[src/rtl/dm_pkg.sv]
package dm_pkg;
  localparam int DATA_W = 8;
  localparam int BIT_W  = $clog2(DATA_W);

  // Fixed special-function addresses; the ports and pointers are decoded as pairs
  localparam logic [7:0] A_PORT0 = 8'h00;
  localparam logic [7:0] A_PTR0  = 8'h01;
  localparam logic [7:0] A_PORT1 = 8'h02;
  localparam logic [7:0] A_PTR1  = 8'h03;
  localparam logic [7:0] A_STAT  = 8'h04;
  localparam logic [7:0] A_CTRL  = 8'h05;
  localparam logic [7:0] A_RSV   = 8'h06;

  typedef enum logic [2:0] {
    SRC_ZERO,
    SRC_PTR0,
    SRC_PTR1,
    SRC_STAT,
    SRC_CTRL,
    SRC_RAM
  } rdSrc_e;

  typedef struct packed {
    logic              wrPtr0;
    logic              wrPtr1;
    logic              wrCtrl;
    logic              wrRam;
    logic [DATA_W-1:0] wrVal;
  } dmStrobe_t;
endpackage

[src/rtl/dm_ctrl.sv]
module dm_ctrl
  import dm_pkg::*;
#(
  parameter int ADDR_W    = 8,
  parameter int RAM_BASE  = 64,
  parameter int RAM_DEPTH = 64,
  localparam int RAM_AW   = $clog2(RAM_DEPTH)
) (
  input  logic              clk,
  input  logic              rst,
  input  logic [ADDR_W-1:0] addr,
  input  logic [DATA_W-1:0] wrData,
  input  logic              wrEn,
  input  logic              bitSet,
  input  logic              bitClr,
  input  logic [BIT_W-1:0]  bitIdx,
  input  logic [DATA_W-1:0] ptr0,
  input  logic [DATA_W-1:0] ptr1,
  input  logic [DATA_W-1:0] curVal,
  output rdSrc_e            rdSrc,
  output logic [RAM_AW-1:0] ramIdx,
  output dmStrobe_t         strb
);
  localparam logic [ADDR_W-1:0] P0     = ADDR_W'(A_PORT0);
  localparam logic [ADDR_W-1:0] P1     = ADDR_W'(A_PORT1);
  localparam logic [ADDR_W-1:0] Q0     = ADDR_W'(A_PTR0);
  localparam logic [ADDR_W-1:0] Q1     = ADDR_W'(A_PTR1);
  localparam logic [ADDR_W-1:0] ST     = ADDR_W'(A_STAT);
  localparam logic [ADDR_W-1:0] CT     = ADDR_W'(A_CTRL);
  localparam logic [ADDR_W-1:0] RAM_LO = ADDR_W'(RAM_BASE);
  localparam logic [ADDR_W-1:0] RAM_HI = ADDR_W'(RAM_BASE + RAM_DEPTH - 1);

  logic              isPort0, isPort1, viaPort, nullHit;
  logic [ADDR_W-1:0] effAddr;
  logic              writable, anyOp;
  logic [DATA_W-1:0] bitMask, newVal;

  // Redirect the port addresses through their pointers
  always_comb begin
    isPort0 = (addr == P0);
    isPort1 = (addr == P1);
    viaPort = isPort0 | isPort1;
    if (isPort0)      effAddr = ADDR_W'(ptr0);
    else if (isPort1) effAddr = ADDR_W'(ptr1);
    else              effAddr = addr;
    nullHit = viaPort && ((effAddr == P0) || (effAddr == P1));
  end

  // Classify the resolved address
  always_comb begin
    rdSrc = SRC_ZERO;
    if (!nullHit) begin
      if (effAddr == Q0)      rdSrc = SRC_PTR0;
      else if (effAddr == Q1) rdSrc = SRC_PTR1;
      else if (effAddr == ST) rdSrc = SRC_STAT;
      else if (effAddr == CT) rdSrc = SRC_CTRL;
      else if (effAddr >= RAM_LO && effAddr <= RAM_HI) rdSrc = SRC_RAM;
    end
    ramIdx = RAM_AW'(effAddr - RAM_LO);
  end

  // Update value: whole byte first, then set, then clear
  always_comb begin
    bitMask = DATA_W'(1) << bitIdx;
    anyOp   = wrEn | bitSet | bitClr;
    if (wrEn)        newVal = wrData;
    else if (bitSet) newVal = curVal | bitMask;
    else             newVal = curVal & ~bitMask;
    writable = (rdSrc == SRC_PTR0) || (rdSrc == SRC_PTR1) ||
               (rdSrc == SRC_CTRL) || (rdSrc == SRC_RAM);
    strb.wrPtr0 = anyOp && (rdSrc == SRC_PTR0);
    strb.wrPtr1 = anyOp && (rdSrc == SRC_PTR1);
    strb.wrCtrl = anyOp && (rdSrc == SRC_CTRL);
    strb.wrRam  = anyOp && (rdSrc == SRC_RAM);
    strb.wrVal  = writable ? newVal : '0;
  end


  null_no_write_chk: assert property (@(posedge clk) disable iff (rst)
    nullHit |-> !(strb.wrPtr0 || strb.wrPtr1 || strb.wrCtrl || strb.wrRam));


  single_target_chk: assert property (@(posedge clk) disable iff (rst)
    $onehot0({strb.wrPtr0, strb.wrPtr1, strb.wrCtrl, strb.wrRam}));
endmodule

[src/rtl/dm_datapath.sv]
module dm_datapath
  import dm_pkg::*;
#(
  parameter int RAM_DEPTH = 64,
  localparam int RAM_AW   = $clog2(RAM_DEPTH)
) (
  input  logic              clk,
  input  logic              rst,
  input  dmStrobe_t         strb,
  input  rdSrc_e            rdSrc,
  input  logic [RAM_AW-1:0] ramIdx,
  input  logic [DATA_W-1:0] statusIn,
  output logic [DATA_W-1:0] ptr0,
  output logic [DATA_W-1:0] ptr1,
  output logic [DATA_W-1:0] rdVal
);
  logic [DATA_W-1:0] ctrlReg, statReg;
  logic [DATA_W-1:0] mem [RAM_DEPTH];

  always_ff @(posedge clk) begin
    if (rst) begin
      ptr0    <= '0;
      ptr1    <= '0;
      ctrlReg <= '0;
      statReg <= '0;
    end else begin
      statReg <= statusIn;
      if (strb.wrPtr0) ptr0    <= strb.wrVal;
      if (strb.wrPtr1) ptr1    <= strb.wrVal;
      if (strb.wrCtrl) ctrlReg <= strb.wrVal;
    end
  end

  always_ff @(posedge clk) begin
    if (strb.wrRam) mem[ramIdx] <= strb.wrVal;
  end

  always_comb begin
    unique case (rdSrc)
      SRC_PTR0: rdVal = ptr0;
      SRC_PTR1: rdVal = ptr1;
      SRC_STAT: rdVal = statReg;
      SRC_CTRL: rdVal = ctrlReg;
      SRC_RAM:  rdVal = mem[ramIdx];
      default:  rdVal = '0;
    endcase
  end


  reset_clear_chk: assert property (@(posedge clk)
    rst |=> (ptr0 == '0) && (ptr1 == '0) && (ctrlReg == '0) && (statReg == '0));
endmodule

[src/rtl/dmem_indirect.sv]
module dmem_indirect
  import dm_pkg::*;
#(
  parameter int ADDR_W    = 8,
  parameter int RAM_BASE  = 64,
  parameter int RAM_DEPTH = 64
) (
  input  logic              clk,
  input  logic              rst,
  input  logic [ADDR_W-1:0] addr,
  input  logic [DATA_W-1:0] wrData,
  input  logic              wrEn,
  input  logic              bitSet,
  input  logic              bitClr,
  input  logic [BIT_W-1:0]  bitIdx,
  input  logic [DATA_W-1:0] statusIn,
  output logic [DATA_W-1:0] rdData
);
  localparam int RAM_AW = $clog2(RAM_DEPTH);
  localparam logic [ADDR_W-1:0] RAM_LO = ADDR_W'(RAM_BASE);
  localparam logic [ADDR_W-1:0] RAM_HI = ADDR_W'(RAM_BASE + RAM_DEPTH - 1);
  localparam logic [ADDR_W-1:0] RSV_LO = ADDR_W'(A_RSV);

  dmStrobe_t         strb;
  rdSrc_e            rdSrc;
  logic [RAM_AW-1:0] ramIdx;
  logic [DATA_W-1:0] ptr0, ptr1, rdVal;

  dm_ctrl #(
    .ADDR_W   (ADDR_W),
    .RAM_BASE (RAM_BASE),
    .RAM_DEPTH(RAM_DEPTH)
  ) u_ctrl (
    .clk   (clk),
    .rst   (rst),
    .addr  (addr),
    .wrData(wrData),
    .wrEn  (wrEn),
    .bitSet(bitSet),
    .bitClr(bitClr),
    .bitIdx(bitIdx),
    .ptr0  (ptr0),
    .ptr1  (ptr1),
    .curVal(rdVal),
    .rdSrc (rdSrc),
    .ramIdx(ramIdx),
    .strb  (strb)
  );

  dm_datapath #(
    .RAM_DEPTH(RAM_DEPTH)
  ) u_dp (
    .clk     (clk),
    .rst     (rst),
    .strb    (strb),
    .rdSrc   (rdSrc),
    .ramIdx  (ramIdx),
    .statusIn(statusIn),
    .ptr0    (ptr0),
    .ptr1    (ptr1),
    .rdVal   (rdVal)
  );

  assign rdData = rdVal;


  reserved_zero_chk: assert property (@(posedge clk) disable iff (rst)
    ((addr >= RSV_LO && addr < RAM_LO) || addr > RAM_HI) |-> rdData == '0);


  null_read_chk: assert property (@(posedge clk) disable iff (rst)
    (addr == ADDR_W'(A_PORT0) &&
     (ptr0 == DATA_W'(A_PORT0) || ptr0 == DATA_W'(A_PORT1))) |-> rdData == '0);


  status_sample_chk: assert property (@(posedge clk) disable iff (rst)
    (!$past(rst) && addr == ADDR_W'(A_STAT)) |-> rdData == $past(statusIn));


  bit_set_chk: assert property (@(posedge clk) disable iff (rst)
    (!$past(rst) && addr == ADDR_W'(A_CTRL) &&
     $past(bitSet && !wrEn && addr == ADDR_W'(A_CTRL))) |-> rdData[$past(bitIdx)]);


  write_wins_chk: assert property (@(posedge clk) disable iff (rst)
    (!$past(rst) && addr == ADDR_W'(A_CTRL) &&
     $past(wrEn && addr == ADDR_W'(A_CTRL))) |-> rdData == $past(wrData));
endmodule

[config.mk]
export PLATFORM = sky130hd
export DESIGN_NAME = dmem_indirect
export DESIGN_NICKNAME = d
export VERILOG_FILES = /design/src/rtl/dm_pkg.sv /design/src/rtl/dm_ctrl.sv /design/src/rtl/dm_datapath.sv /design/src/rtl/dmem_indirect.sv
export SDC_FILE = /design/constraint.sdc
export NUM_CORES = 1
export LEC_CHECK = 0
export ABC_AREA = 1
export BUFFER_PORTS_ARGS = -buffer_cell sky130_fd_sc_hd__buf_2
export CORE_MARGIN = 2
export CORE_UTILIZATION = 50
export DETAILED_ROUTE_END_ITERATION = 6
export PLACE_DENSITY = 0.63
export SYNTH_ARGS = -nofsm -noshare
export SYNTH_HDL_FRONTEND = slang
export SYNTH_SLANG_ARGS = --single-unit
[constraint.sdc]
create_clock -name clk -period 3.83 [get_ports clk]
set_input_delay 0.1915 -clock clk [delete_from_list [all_inputs] [get_ports clk]]
set_output_delay 0.1915 -clock clk [all_outputs]
set_load 0.05 [all_outputs]
# Yosys cells after proc, flatten, opt, wreduce, memory -nomap -nowiden
# Memories as Yosys holds them, arrays and structs flattened.
# Index checks and enable logic that the tools add are counted.
# word_totals
regBits	32
ram_bits	512
input_bits	32
out_inout_bits	8
wordCells	52
n_memories	1
# memory_table
memory	depth	width	rd	rd_ports_with_merged_regs	wr	line	source
u_dp.mem	64	8	1	0	1	dm_datapath.sv:18	logic [DATA_W-1:0] mem [RAM_DEPTH];
# classes
add_sub_neg	1
n_lt_le_gt_ge	2
n_eq_ne	11
shifts	1
n_mux	14
bitwise	6
reduce_logical	12
# ops
op	n
$mux W8	5
$pmux W8 S5	1
$eq A8 B2 Y1 const B	3
$mux W3	6
$eq A8 B3 Y1 const B	2
$logic_not A8 Y1	2
$and A8 B8 Y8	1
$eq A8 B1 Y1 const B	1
$ge A8 B7 Y1 const B	1
$le A8 B7 Y1 const B	1
$not A8 Y8	1
$or A8 B8 Y8	1
$shl A1 B3 Y8 const A	1
$eq A3 B2 Y1 const B	2
$eq A3 B3 Y1 const B	2
$logic_and A1 B1 Y1	6
$sub A6 B1 Y6 const B	1
$logic_or A1 B1 Y1	4
$eq A3 B1 Y1 const B	1
$or A1 B1 Y1	3
$mux W1	2

# Depth between registers and ports, before layout
# depth
ltp_word	17
mapped_depth	24
depth_no_buf	22

# Hierarchy
# Synthesis repeated with hierarchy kept, for this count alone.
# hier_totals
cells_unflattened	2503
area_unflattened_um2	24354.6
# modules_own_cells
mod	instances	cells_per_inst	area_each_um2	seq_area_each_um2
dm_datapath	1	2370	23667.7	16015.4
dm_ctrl	1	133	686.9	0.0

# Worst setup path before layout
# No wires, ideal clock.
# synth_path
path_kind	in2reg
from	in addr[7]
to	mem u_dp.mem[0][2] (data pin)
setup_time_ns	0.343
t_arrival_ns	3.039
required_ns	3.487
setup_slack_ns	0.448
path_stages	22
n_path_buf	3
cell_sequence	nor2_1 nand2_1 nor2_4 nand2_4 nand3_2 buf_6 buf_6 buf_4 nand2_1 nand3_1 nand2_1 nand2_1 nand2_1 clkinv_1 nand2_1 nand2_1 nand3_1 o21bai_2 nand2_1 nand2_1 nand2_1 inv_1
# synth_lines
item	line	source
start, declared	dmem_indirect.sv:10	input logic [ADDR_W-1:0] addr,
end, declared	dm_datapath.sv:18	

# Worst setup path in the final report
# layout_path
from	reg u_dp.ptr1[0]
to	out rdData[3]
# layout_via
elab_chain_cells	12
elab_cells_between_ends	27
cone_classes	1 x add/sub; 2 x order compare; 10 x eq/ne; 9 x mux; 4 x reduce/logical; 1 x memory
# layout_rtl
item	line	source
start, declared	dm_datapath.sv:14	output logic [DATA_W-1:0] ptr1,
start signal, assigned	dm_datapath.sv:29	if (strb.wrPtr1) ptr1 <= strb.wrVal;
$mux W8 *	dm_ctrl.sv:44	else if (isPort1) effAddr = ADDR_W'(ptr1);
$mux W8 *	dm_ctrl.sv:43	if (isPort0) effAddr = ADDR_W'(ptr0);
$ge A8 B7 Y1 or $le A8 B7 Y1 (tied branches)	dm_ctrl.sv:57	else if (effAddr >= RAM_LO && effAddr <= RAM_HI) rdSrc = SRC_RAM;
$logic_and A1 B1 Y1	dm_ctrl.sv:57	
$mux W3	dm_ctrl.sv:57	
$mux W3	dm_ctrl.sv:56	else if (effAddr == CT) rdSrc = SRC_CTRL;
$mux W3	dm_ctrl.sv:55	else if (effAddr == ST) rdSrc = SRC_STAT;
$mux W3	dm_ctrl.sv:54	else if (effAddr == Q1) rdSrc = SRC_PTR1;
$mux W3	dm_ctrl.sv:53	if (effAddr == Q0) rdSrc = SRC_PTR0;
$mux W3	dm_ctrl.sv:52	if (!nullHit) begin
$eq A3 B3 Y1 (tied with other cells)	dm_datapath.sv:39	unique case (rdSrc)
$pmux W8 S5 *	dm_datapath.sv:39	
end, declared	dmem_indirect.sv:17	output logic [DATA_W-1:0] rdData
# Mark *: on every way between the ends. The rest lies on a longest branch, timed or not.

==> impl_results.md <==
- Mapped Nets: between 2000 and 2500
- Post-detailed-route count of antenna-violating nets: 0
- Final Hold Fails: 0
- Final setup margin: roughly 0.22 ns
- Worst path slowest cell: dfxtp_1
- HP Start: wrData[4]
- Endpoint class of the critical path: primary output
- Total CTS buffers: 56
- Remaining Overflow, GRT: 0
- Final setup TNS: 0 ns
- Placed cells: between 2000 and 3000
- Synth top area share: 0.650
- Minimum clock period: 3.61 ns
- N_diodes: 0
- Ys flop type: edfxtp_1
- Wire per inst: a little under 20 µm
- Synthesized area per cell: around 10 µm²
- Cell mode on critical path: nand2_1
- Max Freq: approximately 280 MHz
- Leak Pwr: around 11 nW
- Proportion of layout cells with a drive suffix above 1: 0.116
- First-pass GRT wire length: 93900 µm
- Total Wirelength: approximately 60000 µm
- Die Span X: between 200 and 250 µm
- Setup Fix Bufs, Post-CTS: 0
- Boundary Pins: 40
- Unrepaired setup endpoints after global routing: no
- CTS root buf: clkbuf_16
- Crit path cell chain: nand3_1, nand3_4, buf_12, buf_4, o21ai_0, nand2_1, nand2_1, nand2_1, nand2_1, clkinv_1, nand2_1, nand2_1, nand2_1, nor2_1, nand2_1, nand2_1, buf_2
- FF+latch count, synth: 544
- Most frequent cell after synthesis: nand2_1
- Final Max Tran Viols: 0
- Worst Skew: roughly 0.024 ns
- Max-cap violations: 0
- Max H-tree Level: 2
- Cell taking the most area after synthesis: edfxtp_1
- Status: finished, violations left
- Post-Syn Area: roughly 0.024 mm²
- WP data arrival: about 3.4 ns
- Worst reg2reg endpoint: u_dp.mem[39][5]
- DP Worst Slack: 0.0306 ns
- Vias in the first global route: 16400
- Least-Margin Pin Slew: 1.07 ns
- Via Count: 16800
- Synth area leaders: edfxtp_1 (65%), nand2_1 (13%), nand3_1 (6.5%)
- Net count, final: 2478
- Reg2reg start: u_dp.ptr1[0]
- Hold Crit Depth: 5
- Worst Hold End: u_dp.ptr0[4]
- Tot GR Track Use: 0.247
- Syn Inst Count: 2313
- Internal reg-to-reg setup slack: a little over 0.3 ns
- Area growth syn-to-layout: 14.9%
- Violated checks: DRC
- Ys Warns: 0
- Clk_lat worst skew: a little over 0.6 ns
- Design Power: 12.4 mW
- IO Port Bufs: 39
- Worst-path maximum fanout: between 60 and 70
- Worst r2r path cells: 19
- Slowest stage delay, CP: roughly 0.34 ns
- EDFF count, synth: roughly 510
- # rows: a little under 80
- Critical setup path kind: reg -> out
- DR pass1 iterations: 7
- Vias/cell: roughly 5.4
- GP Congestion: between 0.9 and 1
- Post-Layout Cell Count: roughly 3100
- Die ar.: just under 0.05 mm²
- CP Data Required Time: ~3.6 ns
- DP HPWL: roughly 38000 µm
- Antenna violations before repair: 0
- Initial Util: 0.507
- Clock transition at path regs: about 0.060 ns
- Post-synth top cells: nand2_1 (788), edfxtp_1 (512), nand3_1 (305)
- Period utilisation layout: 0.942
- Type of origin of the critical path: register
- Clock sinks: around 540
- Post-synthesis sequential area ratio: 0.677
- Worst slew margin: 0.289
- VDD IR max: between 0.3 and 0.4 mV
- Die Y: around 220 µm
- Min-Delay Path Class: in -> reg
- Post-synthesis cell type count: 30
- CTS tree: done
- Asr flop ratio synth: 0
- DRC: 7
- Power Density: roughly 460 mW/mm²
- Clk buf depth: 3
- Final setup fails: 0
- DRT iter0 DRCs: between 1500 and 2000
- Core area: between 0.04 and 0.05 mm²
- Largest net degree at the start of global routing: 73
-- kinds of logic (layout without fill, tap and decap cells) --
family / after synthesis / in the layout / share of synthesized area
simple gates: 1228 / 1228 / 0.217
buf+inv: 351 / 529 / 0.0639
flops: 544 / 544 / 0.677
compound gates: 190 / 190 / 0.0419
-- cell usage in the layout, fill, tap and decap left out, drive strengths merged, types with 3 or more instances in the layout --
| master | instances |
|---|---|
| nor3 | 10 |
| a31oi | 3 |
| edfxtp | 512 |
| nand3 | 306 |
| dfxtp | 32 |
| clkinv | 36 |
| dlygate4sd3 | 16 |
| a21oi | 34 |
| o211ai | 3 |
| nor2 | 102 |
| o21bai | 3 |
| nand3b | 9 |
| nand2 | 795 |
| nand4 | 6 |
| o21ai | 147 |
| buf | 172 |
| inv | 224 |
| clkbuf | 79 |
-- timing repair --
action                                  CTS  global route
hold endpoints to repair                  8             0
endpoints found under the setup margin    0           128
hold buffers                             16             0
resized for setup                         0             3
-- how the worst max path moves through the flow --
stage | from | endpoint | slack, ns | cells past startpoint
floorplan | addr[7] | u_dp.mem[0][2] | 0.45 | 22
global placement | addr[3] | u_dp.mem[38][7] | 0.16 | 22
detailed placement | addr[3] | u_dp.mem[45][5] | 0.03 | 21
CTS | u_dp.ptr1[0] | rdData[0] | 0.25 | 17
global route | u_dp.ptr1[0] | u_dp.mem[39][5] | 0.007 | 19
finish | u_dp.ptr1[0] | rdData[3] | 0.22 | 17
-- routing by layer --
metal,wire (µm),track usage,up-vias
li1,-,-,7991
met1,26100,0.349,8033
met2,27900,0.394,617
met3,4010,0.0341,126
met4,1910,0.0911,0
met5,0,0,-
-- worst max-delay path, delay by kind of cell, from the launching register on --
family / cells / cell delay, ns
simple gates: 12 / 1.43
buf+inv: 4 / 0.90
flops: 1 / 0.34
compound gates: 1 / 0.09
-- state kept, by name (all words and copies together) (netlist names) --
register	flops
u_dp.mem	512
u_dp.statReg	8
u_dp.ptr0	8
u_dp.ctrlReg	8
u_dp.ptr1	8
-- metrics by stage --
| step | util | area (µm²) | hold slack (ns) |
|---|---|---|---|
| after floorplan | - | 23600 | 0.298 |
| after global placement | 0.543 | 25300 | 0.395 |
| after detailed placement | 0.543 | 25300 | 0.401 |
| after CTS | 0.582 | 27200 | 0.0373 |
| after global routing | 0.582 | 27200 | 0.122 |
| final | 0.582 | 27200 | 0.0764 |
-- cell type report --
class                      instances  area [µm²]
fill                            3879       19500
multi-input combinational       1418        6140
tap                              607         759
inverter                         238         900
sequential                       544       16000
clock inverter                    24         166
timing repair buffer             188        1670
clock buffer                      79        1510
-- where the power goes --
group	internal [mW]	switching, mW	total (mW)
logic	0.249	0.600	0.849
registers	6.52	0.00616	6.52
clock network	2.87	2.19	5.06
total	9.63	2.80	12.4
Power figures use the tool's default switching activity.
